### src/rtl/pcs_pkg.sv
package pcs_pkg;
  localparam int CODE_W = 16;
  localparam int STAT_W = 16;
  localparam int NACT   = 5;
  localparam int NSLOT  = 5;
  localparam int IDX_W  = $clog2(NSLOT + 1);

  localparam logic [STAT_W-1:0] ST_NONE = 16'h0000;
  localparam logic [STAT_W-1:0] ST_PASS = 16'h0001;
  localparam logic [STAT_W-1:0] ST_BUSY = 16'h0002;
  localparam logic [STAT_W-1:0] ST_FAIL = 16'h0003;
  localparam logic [STAT_W-1:0] ST_WAIT = 16'h0004;

  localparam logic [CODE_W-1:0] OP_ALARM_FULL  = 16'h0001;
  localparam logic [CODE_W-1:0] OP_ALARM_QUICK = 16'h0002;
  localparam logic [CODE_W-1:0] OP_SLEEP_A     = 16'h0003;
  localparam logic [CODE_W-1:0] OP_SLEEP_B     = 16'h0005;

  localparam logic [NACT-1:0] A_CLK   = 5'b00001;
  localparam logic [NACT-1:0] A_CORE  = 5'b00010;
  localparam logic [NACT-1:0] A_PERI  = 5'b00100;
  localparam logic [NACT-1:0] A_ALARM = 5'b01000;
  localparam logic [NACT-1:0] A_OSC   = 5'b10000;

  typedef enum logic [1:0] {SK_END, SK_ACT, SK_WFI} slot_kind_e;
  typedef enum logic [1:0] {FS_IDLE, FS_EXEC, FS_WFIW} fsm_e;

  typedef struct packed {
    slot_kind_e      kind;
    logic [NACT-1:0] mask;
  } slot_t;

  function automatic logic op_valid(input logic [CODE_W-1:0] code);
    return (code == OP_ALARM_FULL) || (code == OP_ALARM_QUICK) ||
           (code == OP_SLEEP_A) || (code == OP_SLEEP_B);
  endfunction

  function automatic slot_t mk(input slot_kind_e k, input logic [NACT-1:0] m);
    slot_t s;
    s.kind = k;
    s.mask = m;
    return s;
  endfunction

  // Program of each command: one slot per step, SK_END terminates.
  function automatic slot_t op_slot(input logic [CODE_W-1:0] code,
                                    input logic [IDX_W-1:0] idx);
    slot_t s;
    s = mk(SK_END, '0);
    case (code)
      OP_ALARM_FULL: begin
        case (idx)
          3'd0:    s = mk(SK_ACT, A_CLK);
          3'd1:    s = mk(SK_ACT, A_CORE | A_PERI);
          3'd2:    s = mk(SK_ACT, A_ALARM);
          default: s = mk(SK_END, '0);
        endcase
      end
      OP_ALARM_QUICK: begin
        case (idx)
          3'd0:    s = mk(SK_ACT, A_ALARM);
          default: s = mk(SK_END, '0);
        endcase
      end
      OP_SLEEP_A, OP_SLEEP_B: begin
        case (idx)
          3'd0:    s = mk(SK_ACT, A_CLK);
          3'd1:    s = mk(SK_ACT, (code == OP_SLEEP_A) ? (A_CORE | A_PERI) : A_CORE);
          3'd2:    s = mk(SK_WFI, '0);
          3'd3:    s = mk(SK_ACT, A_OSC);
          default: s = mk(SK_END, '0);
        endcase
      end
      default: s = mk(SK_END, '0);
    endcase
    return s;
  endfunction
endpackage

### src/rtl/pcs_rst_sync.sv
module pcs_rst_sync #(
  parameter int STAGES = 2
) (
  input  logic clk,
  input  logic rst_n,
  output logic rst_n_sync
);
  logic [STAGES-1:0] sync_q;

  always_ff @(posedge clk or negedge rst_n) begin
    if (!rst_n) sync_q <= '0;
    else        sync_q <= {sync_q[STAGES-2:0], 1'b1};
  end

  assign rst_n_sync = sync_q[STAGES-1];
endmodule

### src/rtl/pcs_msg_reg.sv
module pcs_msg_reg #(
  parameter int CODE_W = 16,
  parameter int STAT_W = 16
) (
  input  logic              clk,
  input  logic              rst_n,
  input  logic              code_we,
  input  logic [CODE_W-1:0] code_in,
  input  logic              stat_we,
  input  logic [STAT_W-1:0] stat_in,
  output logic [CODE_W-1:0] code_q,
  output logic [STAT_W-1:0] stat_q
);
  logic [CODE_W-1:0] code_n;
  logic [STAT_W-1:0] stat_n;

  always_comb begin
    code_n = code_we ? code_in : code_q;
    stat_n = stat_we ? stat_in : stat_q;
  end

  always_ff @(posedge clk or negedge rst_n) begin
    if (!rst_n) begin
      code_q <= '0;
      stat_q <= '0;
    end else begin
      code_q <= code_n;
      stat_q <= stat_n;
    end
  end
endmodule

### src/rtl/pcs_step_timer.sv
module pcs_step_timer #(
  parameter int W = 8
) (
  input  logic         clk,
  input  logic         rst_n,
  input  logic         clr,
  input  logic         run,
  input  logic [W-1:0] lim,
  output logic         expired
);
  localparam logic [W-1:0] CNT_MAX = '1;

  logic [W-1:0] cnt_q, cnt_n;
  logic         cnt_en;

  always_comb begin
    cnt_en = clr || (run && (cnt_q != CNT_MAX));
    cnt_n  = clr ? '0 : cnt_q + 1'b1;
  end

  always_ff @(posedge clk or negedge rst_n) begin
    if (!rst_n)      cnt_q <= '0;
    else if (cnt_en) cnt_q <= cnt_n;
  end

  assign expired = (cnt_q >= lim);
endmodule

### src/rtl/pcs_seq_fsm.sv
module pcs_seq_fsm
  import pcs_pkg::*;
(
  input  logic              clk,
  input  logic              rst_n,
  input  logic              notify,
  input  logic [CODE_W-1:0] code,
  input  logic              wfi_seen,
  input  logic [NACT-1:0]   ack,
  input  logic              expired,
  output logic [NACT-1:0]   req,
  output logic              idle,
  output logic              tmr_clr,
  output logic              tmr_run,
  output logic              stat_we,
  output logic [STAT_W-1:0] stat_val
);
  fsm_e              state_q, state_n;
  logic [IDX_W-1:0]  idx_q, idx_n;
  logic [CODE_W-1:0] op_q;
  logic              op_en;
  slot_t             slot_cur, slot_nxt;
  logic              all_ack;

  always_comb begin
    slot_cur = op_slot(op_q, idx_q);
    slot_nxt = op_slot(op_q, idx_q + 1'b1);
    all_ack  = ((ack & slot_cur.mask) == slot_cur.mask);
  end

  always_comb begin
    state_n  = state_q;
    idx_n    = idx_q;
    op_en    = 1'b0;
    tmr_clr  = 1'b0;
    stat_we  = 1'b0;
    stat_val = ST_NONE;
    case (state_q)
      FS_IDLE: begin
        if (notify) begin
          stat_we = 1'b1;
          if (op_valid(code)) begin
            op_en    = 1'b1;
            state_n  = FS_EXEC;
            idx_n    = '0;
            tmr_clr  = 1'b1;
            stat_val = ST_BUSY;
          end else begin
            stat_val = ST_FAIL;
          end
        end
      end
      FS_EXEC: begin
        if (all_ack) begin
          idx_n   = idx_q + 1'b1;
          tmr_clr = 1'b1;
          case (slot_nxt.kind)
            SK_ACT: state_n = FS_EXEC;
            SK_WFI: begin
              state_n  = FS_WFIW;
              stat_we  = 1'b1;
              stat_val = ST_WAIT;
            end
            default: begin
              state_n  = FS_IDLE;
              stat_we  = 1'b1;
              stat_val = ST_PASS;
            end
          endcase
        end else if (expired) begin
          state_n  = FS_IDLE;
          stat_we  = 1'b1;
          stat_val = ST_FAIL;
        end
      end
      FS_WFIW: begin
        if (wfi_seen) begin
          idx_n   = idx_q + 1'b1;
          state_n = FS_EXEC;
          tmr_clr = 1'b1;
        end
      end
      default: state_n = FS_IDLE;
    endcase
  end

  always_ff @(posedge clk or negedge rst_n) begin
    if (!rst_n) begin
      state_q <= FS_IDLE;
      idx_q   <= '0;
    end else begin
      state_q <= state_n;
      idx_q   <= idx_n;
    end
  end

  always_ff @(posedge clk or negedge rst_n) begin
    if (!rst_n)     op_q <= '0;
    else if (op_en) op_q <= code;
  end

  assign req     = (state_q == FS_EXEC) ? slot_cur.mask : '0;
  assign idle    = (state_q == FS_IDLE);
  assign tmr_run = (state_q == FS_EXEC);
endmodule

### src/rtl/pwr_cmd_seq.sv
module pwr_cmd_seq
  import pcs_pkg::*;
#(
  parameter int TMO_W = 8,
  localparam int MSG_W = CODE_W + STAT_W
) (
  input  logic              clk,
  input  logic              rst_n,
  input  logic              wr_en,
  input  logic [CODE_W-1:0] wr_code,
  input  logic              notify,
  output logic [MSG_W-1:0]  rd_data,
  input  logic [TMO_W-1:0]  tmo_lim,
  input  logic              wfi_seen,
  output logic [NACT-1:0]   act_req,
  input  logic [NACT-1:0]   act_ack
);
  logic              rst_n_int;
  logic              idle, tmr_clr, tmr_run, expired, stat_we;
  logic [STAT_W-1:0] stat_val, stat_q;
  logic [CODE_W-1:0] code_q;

  pcs_rst_sync #(.STAGES(2)) u_rst (
    .clk(clk), .rst_n(rst_n), .rst_n_sync(rst_n_int)
  );

  pcs_msg_reg #(.CODE_W(CODE_W), .STAT_W(STAT_W)) u_reg (
    .clk(clk), .rst_n(rst_n_int),
    .code_we(wr_en && idle), .code_in(wr_code),
    .stat_we(stat_we), .stat_in(stat_val),
    .code_q(code_q), .stat_q(stat_q)
  );

  pcs_step_timer #(.W(TMO_W)) u_tmr (
    .clk(clk), .rst_n(rst_n_int), .clr(tmr_clr), .run(tmr_run),
    .lim(tmo_lim), .expired(expired)
  );

  pcs_seq_fsm u_fsm (
    .clk(clk), .rst_n(rst_n_int), .notify(notify), .code(code_q),
    .wfi_seen(wfi_seen), .ack(act_ack), .expired(expired),
    .req(act_req), .idle(idle), .tmr_clr(tmr_clr), .tmr_run(tmr_run),
    .stat_we(stat_we), .stat_val(stat_val)
  );

  assign rd_data = {stat_q, code_q};
endmodule

### config.mk
export PLATFORM = sky130hd
export DESIGN_NAME = pwr_cmd_seq
export DESIGN_NICKNAME = d
export VERILOG_FILES = /design/src/rtl/pcs_pkg.sv /design/src/rtl/pcs_rst_sync.sv /design/src/rtl/pcs_msg_reg.sv /design/src/rtl/pcs_step_timer.sv /design/src/rtl/pcs_seq_fsm.sv /design/src/rtl/pwr_cmd_seq.sv
export SDC_FILE = /design/constraint.sdc
export NUM_CORES = 1
export LEC_CHECK = 0
export ABC_AREA = 1
export BUFFER_PORTS_ARGS = -buffer_cell sky130_fd_sc_hd__buf_4
export CAP_MARGIN = 0
export CORE_MARGIN = 2
export CORE_UTILIZATION = 55
export DETAILED_ROUTE_END_ITERATION = 8
export GPL_ROUTABILITY_DRIVEN = 0
export PLACE_DENSITY = 0.83
export SYNTH_ARGS = -nofsm -noshare
export SYNTH_HDL_FRONTEND = slang
export SYNTH_SLANG_ARGS = --single-unit
### constraint.sdc
create_clock -name clk -period 2.3 [get_ports clk]
set_clock_uncertainty 0.15 [all_clocks]
set_input_delay 0.345 -clock clk [delete_from_list [all_inputs] [get_ports clk]]
set_output_delay 0.345 -clock clk [all_outputs]
set_load 0.03 [all_outputs]
==> Yosys cells after proc, flatten, opt, wreduce, memory -nomap -nowiden <==
Cells that the tools add are included.
{ "totals": {"register_bits": 63, "wordCells": 89} }
{ "classes": {"order_cmp": 1, "bitwise_logic": 1, "muxes": 40, "addsub": 2, "n_reduce_logical": 13, "eq_ne": 25} }
{ "ops": {"columns": ["cell", "count"], "rows": [
  ["16-bit by 2-bit == test with 1-bit output, second input constant", 4],
  ["16-bit by 1-bit == test with 1-bit output, second input constant", 2],
  ["16-bit by 3-bit == test with 1-bit output, second input constant", 2],
  ["16-bit two-way mux", 2],
  ["16-bit one-hot mux with 2 select lines", 1],
  ["7-bit one-hot mux with 4 select lines", 1],
  ["7-bit one-hot mux with 3 select lines", 1],
  ["5-bit one-hot mux with 4 select lines", 1],
  ["6-bit one-hot mux with 3 select lines", 1],
  ["3-bit two-way mux", 5],
  ["5-bit one-hot mux with 3 select lines", 1],
  ["3-bit by 2-bit == test with 1-bit output, second input constant", 4],
  ["2-bit two-way mux", 6],
  ["4-bit one-hot mux with 3 select lines", 1],
  ["1-bit two-way mux", 10],
  ["3-bit one-hot mux with 3 select lines", 1],
  ["8-bit by 1-bit adder with 8-bit output, second input constant", 1],
  ["8-bit greater-or-equal comparator", 1],
  ["8-bit two-way mux", 1],
  ["8-bit != test, second input constant", 1],
  ["3-bit by 1-bit == test with 1-bit output, second input constant", 2],
  ["3-bit zero test", 2],
  ["6-bit two-way mux", 1],
  ["2-bit one-hot mux with 3 select lines", 1],
  ["21 further kinds", 29]
]} }

==> Depth between registers and ports, before layout <==
Gate-level depths: netlist of the first run.
{ "depth": {"ltp_word": 9, "depth_mapped": 16} }

==> Hierarchy <==
From an unflattened synthesis of the first run, not the netlist that was laid out.
{ "hier_totals": {"cells_unflattened": 491, "hier_area_um2": 3808.7} }
{ "by_module_without_submodules": {"columns": ["mod", "cells_each", "n_inst", "area_per_inst_um2"], "rows": [
  ["pcs_seq_fsm", 249, 1, 1736.7],
  ["pcs_msg_reg", 136, 1, 1262.5],
  ["pcs_step_timer", 101, 1, 748.2],
  ["pcs_rst_sync", 3, 1, 53.8],
  ["pwr_cmd_seq", 2, 1, 7.5]
]} }

==> Worst setup path before layout of the first run <==
OpenSTA, ideal clock, no wires.
{ "synth_timing": {"kind": "register to output", "from": "register u_fsm.op_q[9]", "to": "output port act_req[4]", "t_required_ns": 1.805, "path_slack_ns": 0.081, "arrival_time_ns": 1.724, "n_path_buf": 1, "path_stages_with_launch": 7, "cell_sequence": "dfrtp_1 > nor2_1 > nand2_1 > nor2_4 > buf_4 > nand3_1 > nor3b_1"} }
{ "synth_via": {"elab_chain_len": 4, "elab_cells_between_ends": 7} }
{ "synth_lines": {"columns": ["element", "line", "rtl"], "rows": [
  ["start: declaration", "pcs_seq_fsm.sv:20", "logic [CODE_W-1:0] op_q;"],
  ["start signal: assignment", "pcs_seq_fsm.sv:99", "else if (op_en) op_q <= code;"],
  ["16-bit by 3-bit == test with 1-bit output / 16-bit by 2-bit == test with 1-bit output (equally long branches)", "pcs_pkg.sv:50", "case (code)"],
  ["2-bit OR reduction", "pcs_pkg.sv:50", null],
  ["5-bit one-hot mux with 3 select lines (*)", "pcs_pkg.sv:50", null],
  ["5-bit two-way mux (*)", "pcs_seq_fsm.sv:102", "assign req = (state_q == FS_EXEC) ? slot_cur.mask : '0;"],
  ["end: declaration", "pwr_cmd_seq.sv:15", "output logic [NACT-1:0] act_req,"]
]} }
Every way passes the cells marked *; elsewhere a longest branch is shown, timed or not.

==> Final worst setup path of the first run <==
{ "layout_timing": {"from": "register u_fsm.op_q[4]", "to": "output port act_req[0]"} }
Same word-level chain as after synthesis.

==> metrics.txt, run 1 <==
worst slew pin tran=0.639 ns; fin crit period=2.40 ns; WL per Instance=13.6 microns; Min-Delay Path Class=input port to flip-flop; Total Wirelength=7.43 mm; vias in the first global route=2623; Synth Warn #=0; Synth top area share=39.0%; Root Driver=clkbuf_8; Die ar.=6460 sq um; CP max FO=3; Post-synth top cells=nand2_1 (87), inv_1 (60), dfrtp_1 (50); Clk pin slew, worst setup/hold paths=0.09 ns; pwr/cell area=876 nW/um^2; EDFF count, synth=0; DRC=0; Die Y=80.4 microns; IO buf count=57; initial DRC count=193; drt first pass iters=4; CTS Buffer Depth=2; area after detailed placement=3710 sq um; first-pass GRT wire length=11.6 mm; relative slew slack=57.3%; total gr overflow=0; Core Util, Final=73.2%; Post-Syn Area per Cell=8.17 sq um; final instance area=4080 sq um; CP Launch Type=flip-flop; Pwr Total=3.57 mW; Slew Limit Fails=0; Antenna Nets Post-Route=0; CTS tree=built; via/cell ratio=5.18; area leader, netlist=dfrtp_1; Synth area leaders=dfrtp_1 (39%), nand2_1 (10%), ha_1 (9.0%); leading register cell type out of synthesis=dfrtp_1; Leak=2.20 nW; HPWL after DPL=5.30 mm; Die Width=80.4 microns; Final Setup Violations=5; DR vias=2827; WP data required=1.80 ns; share of cells above drive strength 1=33.5%; status=finished, violations left; Fin. Hold Viols=0; initial antenna violation count=0; top-count cell post-synth=nand2_1; Layout area overhead=27.1%; failing checks=negative setup slack; num ports=71; RSZ-0062 raised after global routing=yes; Reg2Reg Setup Slack=0.01 ns; max_cap viols=0; Mapped Area=3210 sq um; Setup TNS=-0.343 ns; CTS Sinks=50; TritonCTS buffer count=5; n_diodes=0; Setup crit end kind=output port; Max Clk Rate=0.418 GHz; row cnt=27; Total GRT Usage=23.1%; CORE AREA=5570 sq um; # fillers=411; #FFs+latches synth=50; asr flop ratio synth=100%; Initial Util=57.6%; Post-layout nets=530; VDD IR max=0.834 mV; register area share after synthesis=39.0%; Crit Path Category=flip-flop to output port; largest net degree at the start of global routing=49; synth unique cells=37; ratio of final minimum period to clock period=104%; clk_lat worst skew=0.30 ns; worst setup margin=-0.0950 ns; H-tree levels=2; CP arrival=1.90 ns; Synth Instances=393
[final timing paths]
check / from / endpoint / cells past startpoint
worst max-delay path: u_fsm.op_q[4] / act_req[0] / 9
worst min register to register: u_rst.sync_q[1] / u_reg.code_q[3] / 1
worst min-delay path: wr_code[10] / u_reg.code_q[10] / 2
worst max register to register: u_fsm.op_q[4] / u_fsm.state_q[0] / 15
max in group asynchronous: u_rst.sync_q[1] / u_fsm.op_q[1] / 1
min in group asynchronous: rst_n / u_rst.sync_q[1] / 2
[through the flow]
| stage | std cells | setup slack, ns | hold slack, ns |
|---|---|---|---|
| 4_1_cts | 543 | -0.0323 | 0.111 |
| 5_1_grt | 546 | -0.161 | 0.107 |
| 2_1_floorplan | 405 | 0.0812 | -0.101 |
| 6_report | 546 | -0.0950 | 0.114 |
| 3_3_place_gp | 525 | 0.143 | -0.0227 |
| 3_5_place_dp | 525 | -0.0214 | -0.0223 |
[critical path, cell delays in order, from the launching register on]
cell and delay (ns):
dfrtp_1 0.40, nor2_1 0.15, nand2_2 0.13, nor2_4 0.11, nand4_1 0.18, nand2_2 0.16
buf_6 0.12, nand2_2 0.04, nor2_1 0.12, buf_4 0.18
[power by group]
part | internal [mW] | leakage (nW) | switching [mW]
Clock | 0.276 | 0.0544 | 0.292
Sequential | 1.09 | 0.635 | 0.189
Combinational | 0.684 | 1.51 | 1.04
Total | 2.05 | 2.20 | 1.52
[flip-flops by register name, summed over array words and instances (netlist names)]
name	count
u_tmr.cnt_q	8
u_rst.sync_q	2
u_reg.code_q	16
u_reg.stat_q	3
u_fsm.op_q	16
u_fsm.idx_q	3
u_fsm.state_q	2
[cell type report]
| cell class | count | area (sq um) | area share (%) |
|---|---|---|---|
| clock buffers | 7 | 96.3 | 2.36 |
| clock inverters | 1 | 8.76 | 0.215 |
| inverters | 64 | 245 | 6.01 |
| multi-input cells | 274 | 1780 | 43.6 |
| flip-flops and latches | 50 | 1260 | 30.8 |
| well taps | 72 | 90.1 | 2.21 |
| repair buffers | 78 | 603 | 14.8 |
[layer usage]
layer | up-vias | GRT usage (%) | part of all wire [%]
met5 | - | 0 | 0
met4 | 0 | 6.44 | 1.7
met3 | 12 | 4.72 | 7.7
met2 | 114 | 39.7 | 49
met1 | 1324 | 29.4 | 41
li1 | 1377 | - | -
[cell usage in the layout, fill, tap and decap left out, types with 6 or more instances in the layout]
cell type and n:
nand2_1 80, buf_4 73, inv_1 56, dfrtp_1 46
nor2_1 33, ha_1 20, a21oi_1 18, nand3_1 16
nand2_2 15, mux2_2 14, conb_1 14, nand4_1 11
clkbuf_8 7, xor2_1 6
[cell families (layout without fill, tap and decap cells)]
logic type	Yosys count	after routing	synth area share [%]
AO/OA/AOI/OAI	32	32	5.96
XOR/XNOR	8	8	2.18
adder cells (fa/ha/maj)	23	23	8.97
buffers and inverters	81	150	11.3
flip-flops	50	50	39.0
multiplexers	14	14	4.91
other	2	14	0.234
AND/OR/NAND/NOR	183	183	27.4
[timing repair]
action                     4_1_cts  5_1_grt
hold buffers                     1        0
buffers inserted                10        4
resized for setup               26       15
hold endpoints to repair         2        0
setup endpoints to repair        5       17
pin swaps                       18       12
Power figures use the tool's default switching activity.
==> inputs of run 2 (changes only) <==
Settings changed: ABC_AREA 1 to not set, CORE_UTILIZATION 55 to 53, PLACE_DENSITY 0.83 to 0.82.
==> run 2 against run 1 <==
Effect of this change:
- the run still ends with negative setup slack left
- first-iteration DRC count down 42%
- clock power increased by 16%
- sequential power about the same
- largest power group unchanged
==> metrics.txt, run 2 <==
Total GRT Usage=22.5% (was 23.1%); CP arrival=2.68 ns (was 1.90 ns); H-tree levels=2 (unchanged); Leak=2.02 nW (was 2.20 nW); Combinational Power Share=58.4% (was 48.4%); #FFs+latches synth=50 (unchanged); register area share after synthesis=44.4% (was 39.0%); Fin. Hold Viols=0 (unchanged); fin crit period=2.61 ns (was 2.40 ns); pre-CTS WS=-0.191 ns (was -0.0214 ns); part of the power in the clock network=14.0% (was 15.9%); via/cell ratio=5.11 (was 5.18); first-pass GRT wire length=10.8 mm (was 11.6 mm); num ports=71 (unchanged); status=finished, violations left (unchanged); EDFF count, synth=0 (unchanged); Net Sw Power=1.87 mW (was 1.52 mW); TritonCTS buffer count=5 (unchanged); vias in the first global route=2368 (was 2623); largest registers=u_fsm.op_q (16), u_reg.code_q (16), u_tmr.cnt_q (8) (unchanged); initial antenna violation count=0 (unchanged); Root Driver=clkbuf_8 (unchanged); Post-synth top cells=dfrtp_1 (50), ha_1 (23), inv_1 (20), nor2_1 (20), mux2_2 (18) (was nand2_1 (87), inv_1 (60), dfrtp_1 (50)); pwr/cell area=1160 nW/um^2 (was 876 nW/um^2); synth unique cells=46 (was 37); Final Setup Violations=10 (was 5); row cnt=26 (was 27); drt first pass iters=4 (unchanged); worst hold path depth=2 (unchanged); worst slew pin tran=0.879 ns (was 0.639 ns); CTS Buffer Depth=2 (unchanged); Synth Warn #=0 (unchanged); IO buf count=57 (unchanged); largest net degree at the start of global routing=41 (was 49); WP data required=2.37 ns (was 1.80 ns); internal power=2.82 mW (was 2.05 mW); Total Wirelength=6.77 mm (was 7.43 mm); Slew Limit Fails=0 (unchanged); area of the multi-input gates=1610 sq um (was 1780 sq um); Post-Syn Area per Cell=10.5 sq um (was 8.17 sq um); WL per Instance=14.9 microns (was 13.6 microns); worst setup margin=-0.312 ns (was -0.0950 ns); initial DRC count=111 (was 193); Synth area leaders=dfrtp_1 (44%), ha_1 (10%), mux2_2 (7.2%) (was dfrtp_1 (39%), nand2_1 (10%), ha_1 (9.0%)); Antenna Nets Post-Route=0 (unchanged); Synth Instances=269 (was 393); share of cells above drive strength 1=48.1% (was 33.5%); total gr overflow=0 (unchanged); Mapped Area=2820 sq um (was 3210 sq um); top-count cell post-synth=dfrtp_1 (was nand2_1); VDD IR max=0.992 mV (was 0.834 mV); Synth top area share=44.4% (was 39.0%); final instance area=4040 sq um (was 4080 sq um); CTS tree=built (unchanged); Crit Path Category=flip-flop to flip-flop (was flip-flop to output port); Layout area overhead=43.4% (was 27.1%); asr flop ratio synth=100% (unchanged); ratio of final minimum period to clock period=114% (was 104%); failing checks=negative setup slack (unchanged); Clk pin slew, worst setup/hold paths=0.09 ns (about the same); CP max FO=3 (unchanged); Setup TNS=-1.53 ns (was -0.343 ns); Setup crit end kind=flip-flop (was output port); relative slew slack=41.4% (was 57.3%); DR vias=2327 (was 2827); area leader, netlist=dfrtp_1 (unchanged); area after detailed placement=3580 sq um (was 3710 sq um); FF-to-FF path depth=5 (was 15); clk_lat worst skew=0.31 ns (was 0.30 ns); RSZ-0062 raised after global routing=yes (unchanged); CORE AREA=5110 sq um (was 5570 sq um); CTS Sinks=50 (unchanged); FF/Latch Area=1260 sq um (about the same); Die Width=76.9 microns (was 80.4 microns); Die Y=76.9 microns (was 80.4 microns); Max Clk Rate=0.383 GHz (was 0.418 GHz); Flop pwr share=27.6% (was 35.7%); Initial Util=55.2% (was 57.6%); n_diodes=0 (unchanged); Min-Delay Path Class=input port to flip-flop (unchanged); Post-layout nets=441 (was 530); sw frac=39.9% (was 42.7%); commonest non-fill, non-tap cell in the layout=buf_4 (was nand2_1); HPWL after DPL=4.56 mm (was 5.30 mm); DRC=0 (unchanged); # fillers=330 (was 411); leading register cell type out of synthesis=dfrtp_1 (unchanged); max_cap viols=0 (unchanged); Die ar.=5920 sq um (was 6460 sq um); most frequent cells in the layout=buf_4 (106), dfrtp_1 (45), nor2_1 (17) (was nand2_1 (80), buf_4 (73), inv_1 (56)); CP Launch Type=flip-flop (unchanged); Core Util, Final=79.2% (was 73.2%)
run 2: cell types whose count changed in the layout (fill, tap and decap cells not counted), moves of 5 or more:
cell,previous run,this run
nand2_1,80,15
inv_1,56,16
buf_4,73,106
nor2_1,33,17
nor2b_1,0,16
nand2_2,15,1
a21oi_1,18,5
nand3_1,16,3
nand4_1,11,4
ha_1,20,15
run 2: final timing paths:
path / startpoint / endpoint / slack, ns
max: u_reg.code_q[15] / u_fsm.idx_q[2] / -0.31
min: wr_code[1] / u_reg.code_q[1] / 0.12
max reg2reg: u_reg.code_q[15] / u_fsm.idx_q[2] / -0.31
min reg2reg: u_rst.sync_q[0] / u_rst.sync_q[1] / 0.22
max in group asynchronous: u_rst.sync_q[1] / u_reg.code_q[2] / 1.09
min in group asynchronous: rst_n / u_rst.sync_q[0] / 0.19
run 2: layout make-up:
cell class,instances,area share (%)
Multi-Input combinational cell,192,39.7
Sequential cell,50,31.1
Timing Repair Buffer,115,22.2
Tap cell,70,2.17
Clock buffer,6,2.04
Inverter,20,1.86
Clock inverter,2,0.959
run 2: per-layer routing:
layer / share of wire [%] / GRT usage (%)
met1: 42 / 28.9
met2: 52 / 38.0
met3: 5.5 / 5.18
met4: 0.81 / 7.09
met5: 0 / 0
run 2: metrics by stage:
step                instances  total power, mW  hold WS (ns)
floorplan                 281             2.66        -0.101
global placement          430             3.56       -0.0226
detailed placement        430             3.62       -0.0207
CTS                       443             4.38         0.115
global route              455             4.97         0.108
finish                    455             4.69         0.118
run 2: cell families (layout without fill, tap and decap cells):
kind of cell | count (synthesis) | after routing | share of synthesized area, %
DFF | 50 | 50 | 44.4
other | 2 | 14 | 0.266
and+or+nand+nor | 84 | 84 | 16.0
xor gates and xnor gates | 8 | 8 | 2.49
adders and majority gates | 23 | 23 | 10.2
muxes | 23 | 23 | 9.01
buffers and inverters | 39 | 143 | 6.92
AOI/OAI and AO/OA | 40 | 40 | 10.7
run 2: power groups by stage:
stage                     combinational (mW)  sequential (mW)  clock (mW)
after detailed placement                2.33             1.29           0
after global routing                    2.94             1.32       0.701
after CTS                               2.43             1.29       0.662
final                                   2.74             1.29       0.658
after global placement                  2.28             1.28           0
after floorplan                         1.05             1.61           0
run 2: repair_timing:
action / 4_1_cts / 5_1_grt
setup endpoints to repair: 19 / 23
hold buffers: 1 / 0
hold endpoints to repair: 2 / 0
setup buffers: 4 / 12
pin swaps: 10 / 16
resized for setup: 18 / 29
run 2: worst max-delay path: stages, from the launching register on:
cell and delay [ns]:
dfrtp_2 0.42, or3_4 0.40, or4b_4 0.55, a221o_1 0.39, a211oi_4 0.34, mux2i_1 0.28
==> inputs of run 3 (changes only) <==
Settings changed: CELL_PAD_IN_SITES_DETAIL_PLACEMENT set to 1, CELL_PAD_IN_SITES_GLOBAL_PLACEMENT set to 1, CORE_ASPECT_RATIO set to 1.1, CORE_UTILIZATION 53 to 41.
==> run 3 against run 2 <==
Effect of this change:
- the run still ends with negative setup slack left
- global-route usage grew 0.11 points
- first-iteration DRC count down 26%
- sequential share of layout area is 0.091 points higher
- core utilization fell by 18 points
- count of clock-buffer cells in the layout is the same
- largest power group unchanged
- highest routed layer unchanged
==> metrics.txt, run 3 (synthesis results as in run 2) <==
commonest non-fill, non-tap cell in the layout=buf_4 (unchanged); worst hold slack=0.0175 ns (was 0.118 ns); reg2reg start=u_fsm.idx_q[0] (was u_reg.code_q[15]); Largest stage delay, worst path=0.47 ns (was 0.55 ns); first-pass GRT wire length=13.6 mm (was 10.8 mm); Setup crit end kind=flip-flop (unchanged); WL per Instance=19.0 microns (was 14.9 microns); Die Width=83.1 microns (was 76.9 microns); Total Wirelength=8.78 mm (was 6.77 mm); CP max FO=3 (unchanged); HPWL after DPL=5.54 mm (was 4.56 mm); Die ar.=7560 sq um (was 5920 sq um); max_cap viols=0 (unchanged); status=finished, violations left (unchanged); slowest CP cell=dfrtp_2 (was or4b_4); DR vias=2485 (was 2327); share of cells above drive strength 1=48.6% (was 48.1%); Max Clk Rate=0.389 GHz (was 0.383 GHz); Crit Path Category=flip-flop to flip-flop (unchanged); Min-Delay Path Class=flip-flop to asynchronous set/reset pin (was input port to flip-flop); largest net degree at the start of global routing=22 (was 41); row cnt=31 (was 26); Post-layout nets=437 (was 441); Slew Limit Fails=0 (unchanged); Layout area overhead=43.3% (was 43.4%); TritonCTS buffer count=5 (unchanged); CP arrival=2.61 ns (was 2.68 ns); CTS tree=built (unchanged); Initial Util=42.5% (was 55.2%); CTS Sinks=50 (unchanged); Final Setup Violations=9 (was 10); Fin. Hold Viols=0 (unchanged); VDD IR max=0.809 mV (was 0.992 mV); WP data required=2.34 ns (was 2.37 ns); FF-to-FF path depth=11 (was 5); drt first pass iters=4 (unchanged); n_diodes=0 (unchanged); via/cell ratio=5.37 (was 5.11); DRC=0 (unchanged); Setup TNS=-1.51 ns (was -1.53 ns); failing checks=negative setup slack (unchanged); Total GRT Usage=22.7% (was 22.5%); num ports=71 (unchanged); worst setup margin=-0.270 ns (was -0.312 ns); most frequent cells in the layout=buf_4 (102), dfrtp_1 (43), mux2_2 (18) (was buf_4 (106), dfrtp_1 (45), nor2_1 (17)); Die Y=91.0 microns (was 76.9 microns); CP Launch Type=flip-flop (unchanged); Root Driver=clkbuf_8 (unchanged); pwr/cell area=1190 nW/um^2 (was 1160 nW/um^2); crit-path leading delay family=compound AO/OA/AOI/OAI gates (was simple AND/OR/NAND/NOR gates); DP Cell Count=443 (was 430); final instance area=4040 sq um (about the same); Non-Filler Instances=463 (was 455); H-tree levels=2 (unchanged); Leak=1.99 nW (was 2.02 nW); CTS Buffer Depth=2 (unchanged); Critical R2R Capture=u_fsm.state_q[0] (was u_fsm.idx_q[2]); area after detailed placement=3600 sq um (was 3580 sq um); initial DRC count=82 (was 111); Antenna Nets Post-Route=0 (unchanged); initial antenna violation count=0 (unchanged); CORE AREA=6630 sq um (was 5110 sq um); vias in the first global route=2679 (was 2368); clk_lat worst skew=0.32 ns (was 0.31 ns); total gr overflow=0 (unchanged); IO buf count=57 (unchanged); RSZ-0062 raised after global routing=yes (unchanged); # fillers=712 (was 330); Crit path buffers/inverters=2 (was 0); Clk pin slew, worst setup/hold paths=0.11 ns (was 0.09 ns); largest registers=u_fsm.op_q (16), u_reg.code_q (16), u_tmr.cnt_q (8) (unchanged); ratio of final minimum period to clock period=112% (was 114%); Pwr Total=4.80 mW (was 4.69 mW); fin crit period=2.57 ns (was 2.61 ns); CP Cell Sequence=buf_4 -> ha_2 -> nor3_2 -> a21oi_1 -> o2111ai_1 -> a221o_1 -> inv_1 -> ha_1 -> nand3b_1 -> o22ai_1 -> mux2_1 (was or3_4 -> or4b_4 -> a221o_1 -> a211oi_4 -> mux2i_1); Reg2Reg Setup Slack=-0.27 ns (was -0.31 ns)
-- run 3: timing repair --
item,CTS,global route
gates resized for setup,28,28
buffers inserted,6,5
pin swaps,10,12
hold endpoints to repair,2,0
setup endpoints to repair,23,21
cloned,0,0
hold buffers,1,0
-- run 3: where the power goes --
| group | internal, mW | switching (mW) |
|---|---|---|
| Clock | 0.248 | 0.314 |
| Sequential | 1.10 | 0.201 |
| Combinational | 1.38 | 1.55 |
| Total | 2.74 | 2.06 |
-- run 3: per-layer routing --
layer / vias to the layer above / routed length, microns / global-route usage, %
met4: 0 / 335 / 10.7
met2: 88 / 4860 / 41.5
li1: 1121 / - / -
met3: 23 / 352 / 4.00
met5: - / 0 / 0
met1: 1253 / 3240 / 25.3
-- run 3: worst max-delay path by stage --
stage / from / slack (ns) / cells past startpoint / end
finish: u_fsm.idx_q[0] / -0.27 / 11 / u_fsm.state_q[0]
global route: u_reg.code_q[15] / -0.32 / 5 / u_fsm.state_q[0]
CTS: u_reg.code_q[7] / -0.25 / 6 / u_fsm.state_q[0]
detailed placement: u_reg.code_q[3] / -0.28 / 5 / u_fsm.state_q[0]
global placement: u_reg.code_q[7] / -0.15 / 6 / u_fsm.state_q[0]
floorplan: u_reg.code_q[7] / -0.20 / 6 / u_fsm.state_q[0]
-- run 3: layout make-up --
| type | count | area [sq um] | share of cell area, % |
|---|---|---|---|
| Clock buffer | 6 | 82.6 | 2.04 |
| Tap cell | 82 | 103 | 2.54 |
| Timing Repair Buffer | 111 | 866 | 21.4 |
| Multi-Input combinational cell | 192 | 1630 | 40.4 |
| Inverter | 20 | 80.1 | 1.98 |
| Clock inverter | 2 | 16.3 | 0.403 |
| Sequential cell | 50 | 1260 | 31.2 |
-- run 3: metrics by stage --
step           utilization (%)  setup slack, ns
2_1_floorplan                -           -0.196
3_3_place_gp              54.3           -0.153
3_5_place_dp              54.3           -0.276
4_1_cts                   58.7           -0.249
5_1_grt                   60.9           -0.325
6_report                  60.9           -0.270
-- run 3: worst register-to-register path, delay by kind of cell, from the launching register on --
kind            cells  cell delay (ns)
compound gates      4             0.65
flops               1             0.47
mux                 1             0.31
fa+ha+maj           2             0.40
simple gates        2             0.22
buf+inv             2             0.25
